===== src/rtl/gpio_xor_port.sv =====
module gpio_xor_port #(
  parameter int NPINS = 12,
  parameter int AW    = 4
) (
  input  logic             clk,
  input  logic             rst_n,
  input  logic             cfg_load,
  input  logic [63:0]      cfg_image,
  input  logic [AW-1:0]    bus_addr,
  input  logic             bus_we,
  input  logic [7:0]       bus_wdata,
  output logic [7:0]       bus_rdata,
  input  logic [NPINS-1:0] pin_in,
  output logic [NPINS-1:0] pin_out,
  output logic [NPINS-1:0] pin_oe
);
  localparam int NREG = 8;
  localparam int HIW  = NPINS - 8;
  localparam logic [7:0] HIMASK = 8'((1 << HIW) - 1);
  localparam logic [AW-1:0] IN_LO = AW'(NREG);
  localparam logic [AW-1:0] IN_HI = AW'(NREG + 1);

  logic [7:0] ctl_q [NREG];
  logic [NPINS-1:0] dir_q, inv_q, typ_q, val_q, in_val;

  function automatic logic [7:0] byte_mask(input logic [2:0] idx);
    return idx[0] ? HIMASK : 8'hFF;
  endfunction

  always_ff @(posedge clk or negedge rst_n) begin
    if (!rst_n) begin
      for (int k = 0; k < NREG; k++) ctl_q[k] <= '0;
    end else if (cfg_load) begin
      for (int k = 0; k < NREG; k++) ctl_q[k] <= cfg_image[8*k +: 8] & byte_mask(3'(k));
    end else if (bus_we && bus_addr < IN_LO) begin
      ctl_q[bus_addr[2:0]] <= bus_wdata & byte_mask(bus_addr[2:0]);
    end
  end

  assign dir_q  = {ctl_q[1][HIW-1:0], ctl_q[0]};
  assign inv_q  = {ctl_q[3][HIW-1:0], ctl_q[2]};
  assign typ_q  = {ctl_q[5][HIW-1:0], ctl_q[4]};
  assign val_q  = {ctl_q[7][HIW-1:0], ctl_q[6]};

  assign in_val  = pin_in ^ inv_q;
  assign pin_oe  = dir_q & (typ_q | ~val_q);
  assign pin_out = val_q & typ_q;

  always_comb begin
    bus_rdata = '0;
    if (bus_addr < IN_LO)       bus_rdata = ctl_q[bus_addr[2:0]];
    else if (bus_addr == IN_LO) bus_rdata = in_val[7:0];
    else if (bus_addr == IN_HI) bus_rdata = 8'(in_val[NPINS-1:8]);
  end
endmodule



===== config.mk =====
export PLATFORM = sky130hd
export DESIGN_NAME = gpio_xor_port
export DESIGN_NICKNAME = d
export VERILOG_FILES = /design/src/rtl/gpio_xor_port.sv
export SDC_FILE = /design/constraint.sdc
export NUM_CORES = 1
export LEC_CHECK = 0
export BUFFER_PORTS_ARGS = -buffer_cell sky130_fd_sc_hd__clkbuf_2
export CORE_MARGIN = 2
export CORE_UTILIZATION = 56
export CTS_CLUSTER_DIAMETER = 60
export CTS_CLUSTER_SIZE = 30
export DETAILED_ROUTE_END_ITERATION = 7
export PLACE_DENSITY_LB_ADDON = 0.05
export SLEW_MARGIN = 20
export SYNTH_ARGS = -nofsm -noshare
export SYNTH_HDL_FRONTEND = slang
export SYNTH_SLANG_ARGS = --single-unit

===== constraint.sdc =====
create_clock -name clk -period 3.4 [get_ports clk]
set_input_delay 0.17 -clock clk [delete_from_list [all_inputs] [get_ports clk]]
set_output_delay 0.17 -clock clk [all_outputs]
set_load 0.05 [all_outputs]

## After elaboration in Yosys (flattened, before gate mapping)

Cells that the tools add are included.

- $lt $le $gt $ge: 3
- Eq/ne operators: 2
- Mux-type cells: 12
- Bitwise operators: 7
- Reductions and logical operators: 3

Operators with widths:

| kind | number |
|---|---|
| $mux W64 | 2 |
| $bwmux W64 | 1 |
| $mux W8 | 6 |
| $and A12 B12 Y12 | 2 |
| $bmux W8 S3 | 1 |
| $demux W8 S3 | 1 |
| $not A12 Y12 | 1 |
| $or A12 B12 Y12 | 1 |
| $xor A12 B12 Y12 | 1 |
| $and A8 B8 Y8 | 1 |
| $eq A4 B4 Y1 const B | 2 |
| $ge A4 B4 Y1 const B | 1 |
| $lt A4 B1 Y1 const B | 1 |
| $lt A4 B4 Y1 const B | 1 |
| $mux W4 | 1 |
| $not A3 Y4 | 1 |
| $logic_and A1 B1 Y1 | 2 |
| $reduce_bool A2 Y1 | 1 |

- Flip-flop bits (word level): 64
- Input bits: 92
- Logic and storage cells: 35

## Longest topological paths before layout

- Depth in word-level cells: 8
- Depth in mapped cells: 7

## Worst setup path before layout

No wires, ideal clock.

- Path type: input-to-output
- Start: in bus_addr[0]
- End: out bus_rdata[7]
- Data arrival time: 1.785 ns
- Path slack: 1.445 ns
- Stages: 7
- Path buffers: 3
- Path through: buf_6 buf_12 buf_8 mux2i_1 o211ai_1 o21ai_1 a31oi_1

- Word-level cells in the longest chain between the ends: 5
- Elaborated cells on any way between the ends: 8
- Those cells by class: 1 x order compare; 1 x eq/ne; 5 x mux; 1 x bitwise

Ends and longest elaborated chain:

| item | RTL line | text |
|---|---|---|
| from (decl) | 9 | `input logic [AW-1:0] bus_addr,` |
| $not A3 Y4 (implied by the code) | 51 | `if (bus_addr < IN_LO) bus_rdata = ctl_q[bus_addr[2:0]];` |
| $bmux W8 S3 | 51 |  |
| $mux W8 (implied by the code) (2 in series) | 51 |  |
| $mux W8 (*) | 51 |  |
| to (decl) | 12 | `output logic [7:0] bus_rdata,` |

Mark *: on every way between the ends. The rest lies on a longest branch, timed or not. The select of a mux whose other input is x is not followed.

## Worst setup path after layout

- Start: in bus_addr[2]
- End: out bus_rdata[2]

The elaborated chain is that of the path after synthesis.

==> reports/results.txt <==
DRC Markers: 0
top cell type's share of synthesized area: 41.2%
yosys warns: 0
crit path kind: in -> out
max-cap violation count: 0
Mean Syn Cell Area: 9.88 um2
most frequent CP cell: clkbuf_2
slowest cell on the critical path: nor3_4
CTS Sinks: 64
Max Fclk: 0.440 GHz
final period utilization: 66.9%
CP endpoint kind: output pin
IO buf count: 107
cell area power density: 452 nW/um2
Largest register FFs: 64
final WL: 9910 um
io pins: 124
Vias/cell: 5.63
first-pass GRT wire length: 16,100 um
commonest non-fill, non-tap cell in the layout: clkbuf_2
dpl hpwl: 6760 um
CTS root buf: clkbuf_8
Startpoint Class: input port
Slew headroom: 39.9%
Yosys top cell by area: dfrtp_1
Clock Skew: 0 ns
Slew @ Worst Pin: 0.901 ns
GPL Wtd Cong: 0.839
share of flip-flops with an asynchronous set or reset: 100%
total negative slack: 0 ns
synthesized cell area: 3880 um2
die area: 7620 um2
number of flops mapped to enable cells by yosys: 0
clock transition at the registers of the reported paths: 0.08 ns
VDD IR max: 0.307 mV
Ant. Diodes: 0
vias: 3,207
fin crit period: 2.27 ns
largest net degree at the start of global routing: 48
drt wl/cell: 17.4 um
initial core utilization: 57.5%
antenna-violating nets left: 0
layout cell share with drive strength beyond 1: 28.8%
Area growth syn-to-layout: 18.0%
postcts setup bufs: 0
final setup fails: 0
Die W: 87.3 um
RSZ-0062 raised after global routing: no
CP cell instances: clkbuf_2, nor3_4, a221oi_1, a31oi_1, clkbuf_2
critical path's top delay family: buffers and inverters
Place WS: 1.08 ns
GRT Util Overall: 27.8%
H-tree levels: 3
Main synth FF type: dfrtp_1
Mapped Cells: 393
Distinct cells, synth: 45
critical path peak fanout: 31
final count of hold timing violations: 0
#FFs+latches synth: 64
Die Y: 87.3 um
register area share after synthesis: 41.2%
Critical Path RT: 3.23 ns
Iter 0 DRT Violations: 237
Hold WC Path Type: in -> reg
Filler cells: 583
most frequent cells in the layout: 107 x clkbuf_2, 64 x dfrtp_1, 59 x mux2i_1
R2R setup slack: 2.54 ns
Most flops, register: ctl_q
status: finished, final reports clean
Regs by FF count: ctl_q: 64 flops
CP bufs+invs: 2
grt ovf: 0
CP Launch Point: bus_addr[2]
Num CTS Buffers: 9
Pre-antenna DRT Iters: 5
worst skew pair latency: 0.34 ns
vias in the first global route: 3,121
ranking of synthesized cells by area: dfrtp_1 41%, mux2i_1 15%, o21ai_0 6.4%, nand2_1 5.0%, and2_1 4.7%
Final Worst Setup Slack: 1.13 ns
Lkg Pwr: 2.39 nW
CTS resizes: 0
max incr delay on CP: 0.69 ns
Core ar.: 6760 um2
syn nets: 485
CTS tree: done
cts hold-fix bufs: 1
# rows: 30
HP Start: cfg_image[7]
Max Slew Vio Count: 0
Critical Path AT: 2.10 ns
initial antenna violation count: 0
Nets: 577
worst reg2reg path startpoint: ctl_q[44]
Max Buffers Root-to-Sink: 2
==> Yosys cell counts (all sizes together), types with 2 or more instances <==
library cell   n
mux2           4
o21ai         54
buf           19
nor2b          3
a32oi          2
a221oi         4
dfrtp         64
nor3           4
nand2         53
nand3          4
xor2          12
nor2           6
inv           13
and3           4
a21oi          9
a21boi        12
a31oi          3
a221o          2
mux2i         59
and2          29
a21o           2
clkbuf        12
and2b          4
mux4           6
==> power by group <==
part           switching, W  internal [W]
registers         0.0000499      0.000814
logic              0.000301      0.000164
clock network      0.000328      0.000414
==> path summary, 6_finish.rpt <==
path | depth (start not counted) | endpoint
worst min-delay path | 3 | ctl_q[63]
worst min register to register | 1 | ctl_q[39]
max in group asynchronous | 3 | ctl_q[57]
worst max-delay path | 5 | bus_rdata[2]
min in group asynchronous | 2 | ctl_q[25]
worst max register to register | 2 | ctl_q[44]
==> worst register-to-register path, cell delays in order, from the launching register on <==
cell and delay [ns]:
dfrtp_1 0.42, mux2i_1 0.15, o21ai_0 0.12
==> layer usage <==
| metal | up-vias | share of wire, % | wire [um] | GRT usage (%) |
|---|---|---|---|---|
| li1 | 1559 | - | - | - |
| met1 | 1537 | 46 | 4560 | 40.3 |
| met2 | 94 | 47 | 4620 | 41.5 |
| met3 | 17 | 5.3 | 527 | 5.97 |
| met4 | 0 | 2.0 | 199 | 9.65 |
| met5 | - | 0 | 0 | 0 |
==> logic make-up after synthesis <==
| kind of cell | after synthesis | share of synthesized area, % |
|---|---|---|
| buf+inv | 44 | 6.28 |
| mux | 69 | 20.1 |
| simple gates | 111 | 15.2 |
| flops | 64 | 41.2 |
| compound gates | 93 | 14.4 |
| xor+xnor | 12 | 2.71 |
==> area by class of cell <==
type | instances | area, um2 | area share, %
clock inverter | 7 | 95.1 | 2.07
sequential | 64 | 1600 | 34.9
clock buffer | 9 | 124 | 2.70
timing repair buffer | 112 | 576 | 12.6
inverter | 13 | 48.8 | 1.06
multi-input combinational | 285 | 2040 | 44.5
tap | 80 | 100 | 2.18
==> metrics by stage <==
stage | hold WS (ns) | instances | util (%) | area (um2) | total power [W]
final | 0.0193 | 570 | 67.8 | 4580 | 0.00207
after global routing | 0.0210 | 570 | 67.8 | 4580 | 0.00216
after CTS | 0.00736 | 570 | 67.8 | 4580 | 0.00208
after detailed placement | 0.335 | 553 | 64.4 | 4350 | 0.00134
after global placement | 0.327 | 553 | 64.4 | 4350 | 0.00133
after floorplan | -0.126 | 393 | - | 3880 | 0.00120
Note: power is estimated with default switching activity, not from simulation.
